===== src/rtl/gh_pkg.sv =====
package gh_pkg;

  typedef enum logic {
    IDX_CONCAT = 1'b0,
    IDX_XOR    = 1'b1
  } idxMode_e;

  // Strobes from the control half to the datapath half.
  typedef struct packed {
    logic write;     // change the counter at the update index
    logic countUp;   // direction of that change
    logic shift;     // push an outcome into the history
    logic shiftBit;  // outcome to push
  } ghStrobe_t;

  localparam logic [1:0] CTR_INIT = 2'b01;
  localparam logic [1:0] CTR_MAX  = 2'b11;
  localparam logic [1:0] CTR_MIN  = 2'b00;

endpackage


===== src/rtl/gh_index.sv =====
module gh_index #(
  parameter int PC_W       = 32,
  parameter int HIST_W     = 4,
  parameter int PC_BITS    = 4,
  parameter int ALIGN_BITS = 2,
  parameter gh_pkg::idxMode_e IDX_MODE = gh_pkg::IDX_CONCAT,
  parameter int IDX_W      = HIST_W + PC_BITS
) (
  input  logic [PC_W-1:0]   pc,
  input  logic [HIST_W-1:0] hist,
  output logic [IDX_W-1:0]  idx
);

  logic [PC_BITS-1:0] pcField;
  assign pcField = pc[ALIGN_BITS +: PC_BITS];

  // Alignment bits and bits above the field play no part in the index.
  logic unusedPcBits;
  assign unusedPcBits = ^{pc[PC_W-1:ALIGN_BITS+PC_BITS], pc[ALIGN_BITS-1:0]};

  generate
    if (IDX_MODE == gh_pkg::IDX_CONCAT) begin : g_concat
      assign idx = {hist, pcField};
    end else begin : g_xor
      logic [PC_BITS-1:0] histExt;
      always_comb begin
        histExt = '0;
        histExt[HIST_W-1:0] = hist;
      end
      assign idx = pcField ^ histExt;
    end
  endgenerate

endmodule


===== src/rtl/gh_ctrl.sv =====
module gh_ctrl (
  input  logic              clk,
  input  logic              rstN,
  input  logic              updateValid,
  input  logic              updateTaken,
  input  logic [1:0]        updCtr,
  output gh_pkg::ghStrobe_t strb
);
  import gh_pkg::*;

  logic atCeiling;
  logic atFloor;
  assign atCeiling = (updCtr == CTR_MAX);
  assign atFloor   = (updCtr == CTR_MIN);

  always_comb begin
    strb.shift    = updateValid;
    strb.shiftBit = updateTaken;
    strb.countUp  = updateTaken;
    // A saturated counter is left alone instead of wrapping.
    strb.write    = updateValid && (updateTaken ? !atCeiling : !atFloor);
  end

  // a write never pushes a counter past either end.
  a_r3_no_wrap_up: assert property (@(posedge clk) disable iff (!rstN)
    (strb.write && strb.countUp) |-> (updCtr != CTR_MAX));
  a_r3_no_wrap_down: assert property (@(posedge clk) disable iff (!rstN)
    (strb.write && !strb.countUp) |-> (updCtr != CTR_MIN));
  // the history moves only for an update.
  a_r4_shift_needs_update: assert property (@(posedge clk) disable iff (!rstN)
    strb.shift |-> updateValid);

endmodule


===== src/rtl/gh_datapath.sv =====
module gh_datapath #(
  parameter int HIST_W = 4,
  parameter int IDX_W  = 8
) (
  input  logic              clk,
  input  logic              rstN,
  input  gh_pkg::ghStrobe_t strb,
  input  logic [IDX_W-1:0]  lookupIdx,
  input  logic [IDX_W-1:0]  updateIdx,
  output logic [HIST_W-1:0] hist,
  output logic [1:0]        updCtr,
  output logic              predictTaken
);
  import gh_pkg::*;

  localparam int TBL_SIZE = 1 << IDX_W;

  logic [1:0] ctrTable [TBL_SIZE];

  always_ff @(posedge clk) begin
    if (!rstN) begin
      hist <= '0;
      for (int i = 0; i < TBL_SIZE; i++) ctrTable[i] <= CTR_INIT;
    end else begin
      if (strb.write)
        ctrTable[updateIdx] <= strb.countUp ? ctrTable[updateIdx] + 2'd1
                                            : ctrTable[updateIdx] - 2'd1;
      if (strb.shift)
        hist <= {hist[HIST_W-2:0], strb.shiftBit};
    end
  end

  // Reads see the registered table, so a same-cycle write is not visible yet.
  assign updCtr       = ctrTable[updateIdx];
  assign predictTaken = ctrTable[lookupIdx][1];

  // outcome enters at bit 0, oldest bit leaves.
  a_r4_shift_in: assert property (@(posedge clk) disable iff (!rstN)
    strb.shift |=> (hist == {$past(hist[HIST_W-2:0]), $past(strb.shiftBit)}));
  a_r4_hold: assert property (@(posedge clk) disable iff (!rstN)
    !strb.shift |=> $stable(hist));

endmodule


===== src/rtl/gh_predictor.sv =====
module gh_predictor #(
  parameter int PC_W       = 32,
  parameter int HIST_W     = 4,
  parameter int PC_BITS    = 4,
  parameter int ALIGN_BITS = 2,
  parameter gh_pkg::idxMode_e IDX_MODE = gh_pkg::IDX_CONCAT
) (
  input  logic            clk,
  input  logic            rstN,
  input  logic [PC_W-1:0] lookupPc,
  output logic            predictTaken,
  input  logic            updateValid,
  input  logic [PC_W-1:0] updatePc,
  input  logic            updateTaken
);
  import gh_pkg::*;

  // XOR mode needs HIST_W <= PC_BITS; the index then has PC_BITS bits.
  localparam int IDX_W = (IDX_MODE == IDX_CONCAT) ? HIST_W + PC_BITS : PC_BITS;

  logic [HIST_W-1:0] hist;
  logic [IDX_W-1:0]  lookupIdx;
  logic [IDX_W-1:0]  updateIdx;
  logic [1:0]        updCtr;
  ghStrobe_t         strb;

  gh_index #(
    .PC_W(PC_W), .HIST_W(HIST_W), .PC_BITS(PC_BITS),
    .ALIGN_BITS(ALIGN_BITS), .IDX_MODE(IDX_MODE), .IDX_W(IDX_W)
  ) u_lookupIndex (
    .pc(lookupPc), .hist(hist), .idx(lookupIdx)
  );

  // trained entry uses the history held before this update's shift.
  gh_index #(
    .PC_W(PC_W), .HIST_W(HIST_W), .PC_BITS(PC_BITS),
    .ALIGN_BITS(ALIGN_BITS), .IDX_MODE(IDX_MODE), .IDX_W(IDX_W)
  ) u_updateIndex (
    .pc(updatePc), .hist(hist), .idx(updateIdx)
  );

  gh_ctrl u_ctrl (
    .clk(clk), .rstN(rstN),
    .updateValid(updateValid), .updateTaken(updateTaken),
    .updCtr(updCtr), .strb(strb)
  );

  gh_datapath #(.HIST_W(HIST_W), .IDX_W(IDX_W)) u_datapath (
    .clk(clk), .rstN(rstN), .strb(strb),
    .lookupIdx(lookupIdx), .updateIdx(updateIdx),
    .hist(hist), .updCtr(updCtr), .predictTaken(predictTaken)
  );

endmodule


===== config.mk =====
export PLATFORM = sky130hd
export DESIGN_NAME = gh_predictor
export DESIGN_NICKNAME = d
export VERILOG_FILES = /design/src/rtl/gh_pkg.sv /design/src/rtl/gh_index.sv /design/src/rtl/gh_ctrl.sv /design/src/rtl/gh_datapath.sv /design/src/rtl/gh_predictor.sv
export SDC_FILE = /design/constraint.sdc
export NUM_CORES = 1
export LEC_CHECK = 0
export ABC_AREA = 1
export CORE_MARGIN = 2
export CORE_UTILIZATION = 51
export DETAILED_ROUTE_END_ITERATION = 10
export DONT_BUFFER_PORTS = 1
export PLACE_DENSITY = 0.68
export RECOVER_POWER = 50
export SYNTH_ARGS = -nofsm -noshare
export SYNTH_HDL_FRONTEND = slang
export SYNTH_HIERARCHICAL = 1
export SYNTH_SLANG_ARGS = --single-unit

===== constraint.sdc =====
create_clock -name clk -period 3.9 [get_ports clk]
set_input_delay 0.39 -clock clk [delete_from_list [all_inputs] [get_ports clk]]
set_output_delay 0.39 -clock clk [all_outputs]
set_load 0.01 [all_outputs]

-- Yosys cells after proc, flatten, opt, wreduce, memory -nomap -nowiden
Memories as Yosys holds them, arrays and structs flattened.
Cells that the tools add are included.
- output and inout bits: 1
- input bits: 68
- bits in latches: 0
- bits in writable memories: 512
- memories: 1
- memory bits (read-only): 0
- flip-flop bits (word level): 4
- memory list (name ; depth ; bits a word ; read ports ; clocked after memory_dff ; write ports ; RTL line ; source):
    u_datapath.ctrTable ; 256 ; 2 ; 2 ; 0 ; 256 ; gh_datapath.sv:18 ; logic [1:0] ctrTable [TBL_SIZE];
- multipliers: 0
- shifts and indexed selects: 0
- muxes and demuxes: 9
- equal/unequal tests: 1
- bitwise operators: 0
- divide/modulo/power cells: 0
- $add $sub $neg: 2
- magnitude comparators: 0
- reduce and logical (&&, ||, !) cells: 5
- operators by type and width (operator ; count):
    $mux W8 ; 1
    $mux W1 ; 6
    $mux W2 ; 2
    $add A2 B1 Y2 const B ; 1
    $eq A2 B2 Y1 const B ; 1
    $logic_not A1 Y1 ; 2
    $logic_not A2 Y1 ; 1
    $reduce_or A2 Y1 ; 1
    $sub A2 B1 Y2 const B ; 1
    $logic_and A1 B1 Y1 ; 1

-- Depth between registers and ports, before layout
Gate-level depths: netlist of the first run.
An unclocked memory read counts as a cell.
- depth after elaboration: 10
- gate-level depth with buffers: 28
- gate-level depth less buffers: 24

-- Hierarchy
The synthesis of the first run kept the hierarchy.
- modules (own cells, without submodules) (module ; sequential area each (um^2) ; cells an instance ; area each (um^2) ; instances):
    gh_datapath ; 15454.8 ; 3778 ; 28596.2 ; 1
    gh_index ; 0.0 ; 8 ; 60.1 ; 2
    gh_ctrl ; 0.0 ; 7 ; 40.0 ; 1

-- Least setup slack after synthesis of the first run
Ideal clock, no wire load.
- path kind: input-to-reg
- start point: in updatePc[2]
- end point: mem u_datapath.ctrTable[129][0] (enable)
- required time: 3.640 ns
- stages on the path: 27
- setup time: 0.260 ns
- setup slack: 0.239 ns
- arrival: 3.401 ns
- cell sequence: buf_4 > buf_2 > nor2_1 > buf_2 > clkbuf_1 > nand2_1 > nand4_1 > nand2_1 > nand2_1 > nor2_1 > nor2_1 > nor2_1 > nand2_1 > nand2_1 > nand3_2 > clkbuf_1 > nand3_1 > nand2_1 > nor2_1 > nand2_1 > clkbuf_1 > nor2_1 > inv_1 > buf_1 > nor2_1 > inv_1 > nand2_1
- RTL lines (item ; RTL line ; source):
    from (decl) ; gh_predictor.sv:13 ; input logic [PC_W-1:0] updatePc,
    to (decl) ; gh_datapath.sv:18 ;

==> out/qor.csv, run 1 <==
metric;value;unit
first-pass GRT wire length;135;mm
die height;241;um
FP Rows;87;
CP max FO;19;
Worst Path Buf+Inv;7;
post-route setup TNS;0;ns
Syn Area/Cell;7.57;um2
GRT met2 Usage;50.5;%
GR Util All Layers;31.3;%
CTS Buf Count;55;
RD Place Congestion;0.862;
#FFs+latches synth;516;
Worst-Margin Slew;0.791;ns
Reg2Reg Setup Slack;0.25;ns
Initial Utilization;51.3;%
YS warnings;6;
CP Data Arrival Time;3.98;ns
clk_lat worst skew;0.62;ns
CTS tree;done;
WL final;90.9;mm
sequential area share after synthesis;53.7;%
most frequent cells in the layout;1505 x nand2_1, 774 x nor2_1, 512 x edfxtp_1;
via count of the routed design;25253;
min-delay worst type;in -> reg;
Slowest Stage Delay on Critical Path;0.50;ns
Critical Path Start;u_datapath/hist[1];
Worst Setup EP;u_datapath/ctrTable[46][0];
CTS Root Cell;clkbuf_16;
largest family of logic cells by synthesized area;simple AND/OR/NAND/NOR gates;
slew margin rel.;47.3;%
Tmin final;3.65;ns
final hold slack;0.0181;ns
GRT busiest layer;met2;
HPWL Detailed;52.1;mm
Req. time, crit path;4.23;ns
Max Slew Vio Count;0;
Worst Clk Skew;0.0203;ns
r2r endpoint;u_datapath/ctrTable[46][0];
die width;241;um
H-tree depth;2;
Ports;69;
vias in the first global route;23331;
gr ovfl total;0;
Fill cells;5059;
Synth Instances;3801;
Max-Cap Viols;0;
period utilization;93.5;%
Post-DP Area;30000;um2
commonest non-fill, non-tap cell in the layout;nand2_1;
pwr/cell area;438;nW/um2
# clock sinks;516;
port bufs;0;
final cell utilization of the core;56.9;%
Via density;5.61;
worst-case clock buffer depth;3;
Final Instance Area;31900;um2
worst setup margin;0.254;ns
core box area;56100;um2
mux cell area share after synthesis;0;%
Reg2Reg Depth;20;
Hold Vio Cnt, Final;0;
largest net degree at the start of global routing;260;
pre-CTS setup slack;0.158;ns
RSZ-0062 raised after global routing;no;
kind of cell adding the most delay to the critical path;buffers and inverters;
VDD IR max;0.442;mV
initial antenna violation count;1;
Critical-path top delay cell;dfxtp_1;
Pre-antenna DRT Iters;7;
Critical R2R Launch;u_datapath/hist[1];
area grow syn2layout;10.9;%
DRC Markers;0;
Synth cell types;23;
# diodes;0;
status;finished, final reports clean;
Synth Area in Adders;0;%
routed len/inst;20.2;um
CP Cell Sequence;nor2_1, inv_1, nor2_1, o21ai_0, buf_4, nand2_1, inv_1, nand2_1, nor2_1, nand3_4, nor3_1, nor2_1, nand2_1, buf_12, nor2_1, inv_1, dlymetal6s2s_1, nor2_1, inv_1, nand2_1;
Compound-Gate Fraction of Synth Area;6.20;%
Setup violations, final;0;
xor and xnor area share after synthesis;0;%
DRT iter0 DRCs;2750;
FMAX;274;MHz
Die ar.;58300;um2
crit end category;flip-flop;
final layout net count;3767;
P_leak;11.8;nW
Startpoint Class;flip-flop;
Simple-Gate Fraction of Synth Area;31.4;%
met3 GRT Util;5.63;%
Reg clk slew, reported paths;0.06;ns
grt met1 use;40.2;%
Routed Antenna Nets;0;
Net Count, Synth;3869;
Netlist Area Pre-Place;28800;um2
layout cells sized above 1;5.21;%
Levels on crit path;20;
CP most frequent cell;nor2_1;
Setup CP Type;reg -> reg;
-- area by class of cell --
type                       count  area [um2]  share of cell area [%]
clock inverter                39         531                    1.66
timing repair buffer         107        1350                    4.22
clock buffer                  63        1450                    4.54
inverter                     345        1300                    4.08
multi-input combinational   2674       10900                    34.0
sequential                   516       15500                    48.5
tap                          756         946                    2.97
-- state kept, by name (all words and copies together), names as in the netlist --
| register | flops |
|---|---|
| u_datapath/hist | 4 |
| u_datapath/ctrTable | 512 |
-- worst min-delay path by stage --
stage / startpoint / end / slack, ns / depth (start not counted)
floorplan: u_datapath/hist[0] / u_datapath/hist[1] / 0.49 / 2
global placement: updateTaken / u_datapath/hist[0] / 0.54 / 2
detailed placement: updateTaken / u_datapath/hist[0] / 0.54 / 2
CTS: rstN / u_datapath/ctrTable[116][1] / 0.001 / 1
global route: rstN / u_datapath/ctrTable[116][1] / 0.009 / 1
finish: rstN / u_datapath/ctrTable[127][1] / 0.02 / 1
-- timing repair --
action,in CTS,in global routing
endpoints found under the hold margin,6,0
endpoints found under the setup margin,0,41
buffers inserted,0,0
gates resized for setup,0,2
hold buffers,6,0
-- metrics by stage --
step,total power [mW],std cells
after floorplan,7.62,3801
after global placement,8.26,4392
after detailed placement,8.27,4392
after CTS,14.0,4500
after global routing,14.3,4500
final,14.0,4500
-- synthesized netlist by cell type --
cell      count  area, um2
a21boi_0      1       7.51
a21oi_1       3       15.0
a22oi_1      54        405
buf_1        12       45.0
buf_2        65        325
buf_4        32        240
clkbuf_1    157        589
clkinv_1      2       7.51
dfxtp_1       4       80.1
edfxtp_1    512      15400
inv_1       339       1270
inv_2         4       15.0
nand2_1    1506       5650
nand3_1      36        180
nand3_2       1       10.0
nand4_1      38        238
nor2_1      779       2920
nor3_1        4       20.0
o211ai_1      2       15.0
o21ai_0     173        866
o21ai_1       8       40.0
o22ai_1      68        425
o31ai_1       1       7.51
-- cells by family after synthesis --
group / count (synthesis)
AOI/OAI and AO/OA: 310
buffers and inverters: 611
DFF: 516
and+or+nand+nor: 2364
-- power breakdown --
| group | switching, mW | internal (mW) | leakage [nW] |
|---|---|---|---|
| logic | 1.36 | 0.594 | 6.34 |
| clock network | 2.24 | 3.52 | 0.960 |
| registers | 0.0583 | 6.19 | 4.45 |
-- per-layer routing --
metal	part of all wire, %	up-vias	wire length (um)
met5	0.012	-	11
met4	5.6	2	5080
met3	12	302	10800
met2	45	1493	41200
met1	37	11656	33800
li1	-	11800	-
Power figures use the tool's default switching activity.
==> run 2, diff against run 1 <==
- BUFFER_PORTS_ARGS: not set -> -buffer_cell sky130_fd_sc_hd__buf_2
- DONT_BUFFER_PORTS: 1 -> not set
- PLACE_DENSITY: 0.68 -> 0.69
- SYNTH_HIERARCHICAL: 1 -> not set
==> run 2 against run 1 <==
  * Clock power decreased by 10%
  * Maximum frequency increased by 1.3%
  * Largest cell class unchanged
  * Sequential share of layout area decreased by 1.9 points
  * Critical endpoint is now u_datapath.ctrTable[254][0]
  * Largest power group unchanged
  * The run now ends with capacitance limit, slew limit left
  * Highest routed layer is now met4
  * Via count increased by 11%
  * Die area increased by 5.5%
  * Worst hold slack improved by 0.11 ns
  * Setup slack improved by 0.047 ns
==> out/qor.csv, run 2 <==
metric;value;unit
#FFs+latches synth;516;
Synth cell types;25;
commonest non-fill, non-tap cell in the layout;nand2_1;
post-route setup TNS;0;ns
CP max FO;205;
Post-DP Area;31500;um2
largest family of logic cells by synthesized area;simple AND/OR/NAND/NOR gates;
FMAX;278;MHz
Max-Cap Viols;1;
top flop regs;u_datapath.ctrTable: 512 flops, u_datapath.hist: 4 flops;
ranking of synthesized cells by area;edfxtp_1 51%, nand2_1 17%, nor2_1 8.0%;
Netlist Area Pre-Place;30400;um2
Worst Clk Skew;0.0227;ns
initial antenna violation count;1;
Final Instance Area;33200;um2
min-delay worst type;in -> reg;
count leader, synth;nand2_1;
Internal Power;9.82;mW
slew margin rel.;-93.8;%
die height;248;um
Ports;69;
core box area;58900;um2
via count of the routed design;28116;
H-tree depth;2;
CTS Root Cell;clkbuf_16;
clk_lat worst skew;0.62;ns
top cells by count, synth;1371 x nand2_1, 651 x nor2_1, 512 x edfxtp_1;
CTS tree;done;
GR Util All Layers;31.5;%
largest net degree at the start of global routing;206;
final hold slack;0.124;ns
Critical-path top delay cell;clkbuf_4;
Setup CP Type;in -> reg;
Main synth FF type;edfxtp_1;
CP Cell Sequence;clkbuf_4, clkbuf_4, nand2_1;
Setup violations, final;0;
Biggest register;u_datapath.ctrTable;
DRC Markers;0;
HPWL Detailed;56.9;mm
layout cells sized above 1;5.91;%
Synth Instances;3975;
die width;248;um
Die ar.;61500;um2
status;finished, violations left;
Simple-Gate Fraction of Synth Area;36.0;%
# clock sinks;516;
most frequent cells in the layout;1369 x nand2_1, 646 x nor2_1, 512 x edfxtp_1;
Post-Layout Cell Count;4618;
clock power share;36.7;%
port bufs;12;
first-pass GRT wire length;148;mm
Reg clk slew, reported paths;0.06;ns
mux cell area share after synthesis;0;%
Startpoint Class;primary input;
routed len/inst;20.8;um
Worst Path Buf+Inv;2;
VDD IR max;0.387;mV
failing checks;capacitance limit, slew limit;
number of flip-flops under the largest register name;512;
sequential area share after synthesis;50.9;%
Tmin final;3.60;ns
RSZ-0062 raised after global routing;no;
Async SR Flop Fraction;0;%
Resized cells post-CTS;0;
CP Data Arrival Time;3.84;ns
Hold Vio Cnt, Final;0;
Routed Antenna Nets;0;
vias in the first global route;26004;
Net Count, Synth;4043;
Placed Cells;4515;
Worst-Margin Slew;2.91;ns
WL final;96.0;mm
FP Rows;89;
worst-case clock buffer depth;3;
Initial Utilization;51.5;%
largest area contributor in the synthesized netlist;edfxtp_1;
switching share of total power;30.3;%
number of enable flip-flop cells after synthesis;512;
crit end category;flip-flop;
setup bufs post-CTS;0;
gr ovfl total;0;
P_leak;12.7;nW
Max Slew Vio Count;206;
period utilization;92.3;%
kind of cell adding the most delay to the critical path;buffers and inverters;
Gate power share;18.9;%
RD Place Congestion;0.891;
Synth Area in Adders;0;%
CTS Buf Count;55;
DRT iter0 DRCs;3142;
Via density;6.09;
area grow syn2layout;9.41;%
Pre-antenna DRT Iters;6;
share of the synthesized area in the top cell type;50.6;%
final layout net count;3867;
xor and xnor area share after synthesis;0;%
switching power;4.27;mW
pwr/cell area;424;nW/um2
CP most frequent cell;clkbuf_4;
YS warnings;0;
# hold bufs at CTS;0;
Fill cells;5354;
Syn Area/Cell;7.64;um2
Req. time, crit path;4.14;ns
Slowest Stage Delay on Critical Path;2.01;ns
Compound-Gate Fraction of Synth Area;6.61;%
Sequential Power Share;44.3;%
run 2: cell types whose count changed in the layout (fill, tap and decap cells not counted), sizes merged, moves of 10 or more:
cell and delta:
nand3 +302, inv -253, nand4 +219, nand2 -135, nor2 -127, a21oi +88, o22ai -60, a22oi -54
buf +46, o211ai +39, o21ai +35, clkinv +19, o221ai +12, clkbuf -10
run 2: path summary, 6_finish.rpt:
kind / start / to / slack (ns) / depth (start not counted)
worst max-delay path: rstN / u_datapath.ctrTable[254][0] / 0.30 / 3
worst max register to register: u_datapath.hist[1] / u_datapath.ctrTable[123][0] / 0.31 / 15
worst min register to register: u_datapath.hist[1] / u_datapath.hist[2] / 0.51 / 2
worst min-delay path: updateTaken / u_datapath.hist[0] / 0.12 / 3
run 2: worst reg2reg max path, stage by stage, from the launching register on:
cell	delay (ns)
dfxtp_1	0.41
nor2_1	0.07
buf_4	0.20
inv_1	0.38
nor2_1	0.11
nor2_1	0.38
nand2_1	0.09
nand2_1	0.07
nand2_1	0.07
nor2_1	0.15
nand2_1	0.07
nand3_1	0.27
buf_12	0.26
clkbuf_1	0.42
nand3_1	0.16
nand2_1	0.14
run 2: through the flow:
stage	power (mW)	utilization [%]	worst slack, ns
2_1_floorplan	8.01	-	1.21
3_5_place_dp	8.96	53.5	0.369
4_1_cts	14.0	56.4	0.492
5_1_grt	14.5	56.4	0.168
6_report	14.1	56.4	0.301
3_3_place_gp	8.93	53.5	0.374
run 2: layout make-up:
class | count | area (um2) | area share [%]
Antenna cell | 2 | 5.00 | 0.0151
Clock buffer | 63 | 1430 | 4.30
Clock inverter | 38 | 317 | 0.953
Inverter | 100 | 395 | 1.19
Multi-Input combinational cell | 2991 | 13000 | 39.1
Sequential cell | 516 | 15500 | 46.5
Tap cell | 773 | 967 | 2.91
Timing Repair Buffer | 135 | 1670 | 5.04
run 2: power groups by stage:
stage                     sequential [mW]  combinational (mW)  clock [mW]
after global placement               6.36                2.58           0
after global routing                 6.25                2.85        5.42
after detailed placement             6.36                2.60           0
final                                6.25                2.67        5.18
after floorplan                      6.34                1.67           0
after CTS                            6.24                2.61        5.19
run 2: cell families (layout without fill, tap and decap cells):
group	count (synthesis)	in the layout
compound gates	369	369
simple gates	2622	2622
buf+inv	468	336
other cells	0	2
flops	516	516
run 2: per-layer routing:
| layer | global-route usage [%] | wire length, um | up-vias |
|---|---|---|---|
| met2 | 52.1 | 44900 | 1566 |
| li1 | - | - | 13092 |
| met5 | 0 | 0 | - |
| met3 | 5.27 | 10500 | 287 |
| met1 | 40.6 | 36100 | 13171 |
| met4 | 14.7 | 4620 | 0 |
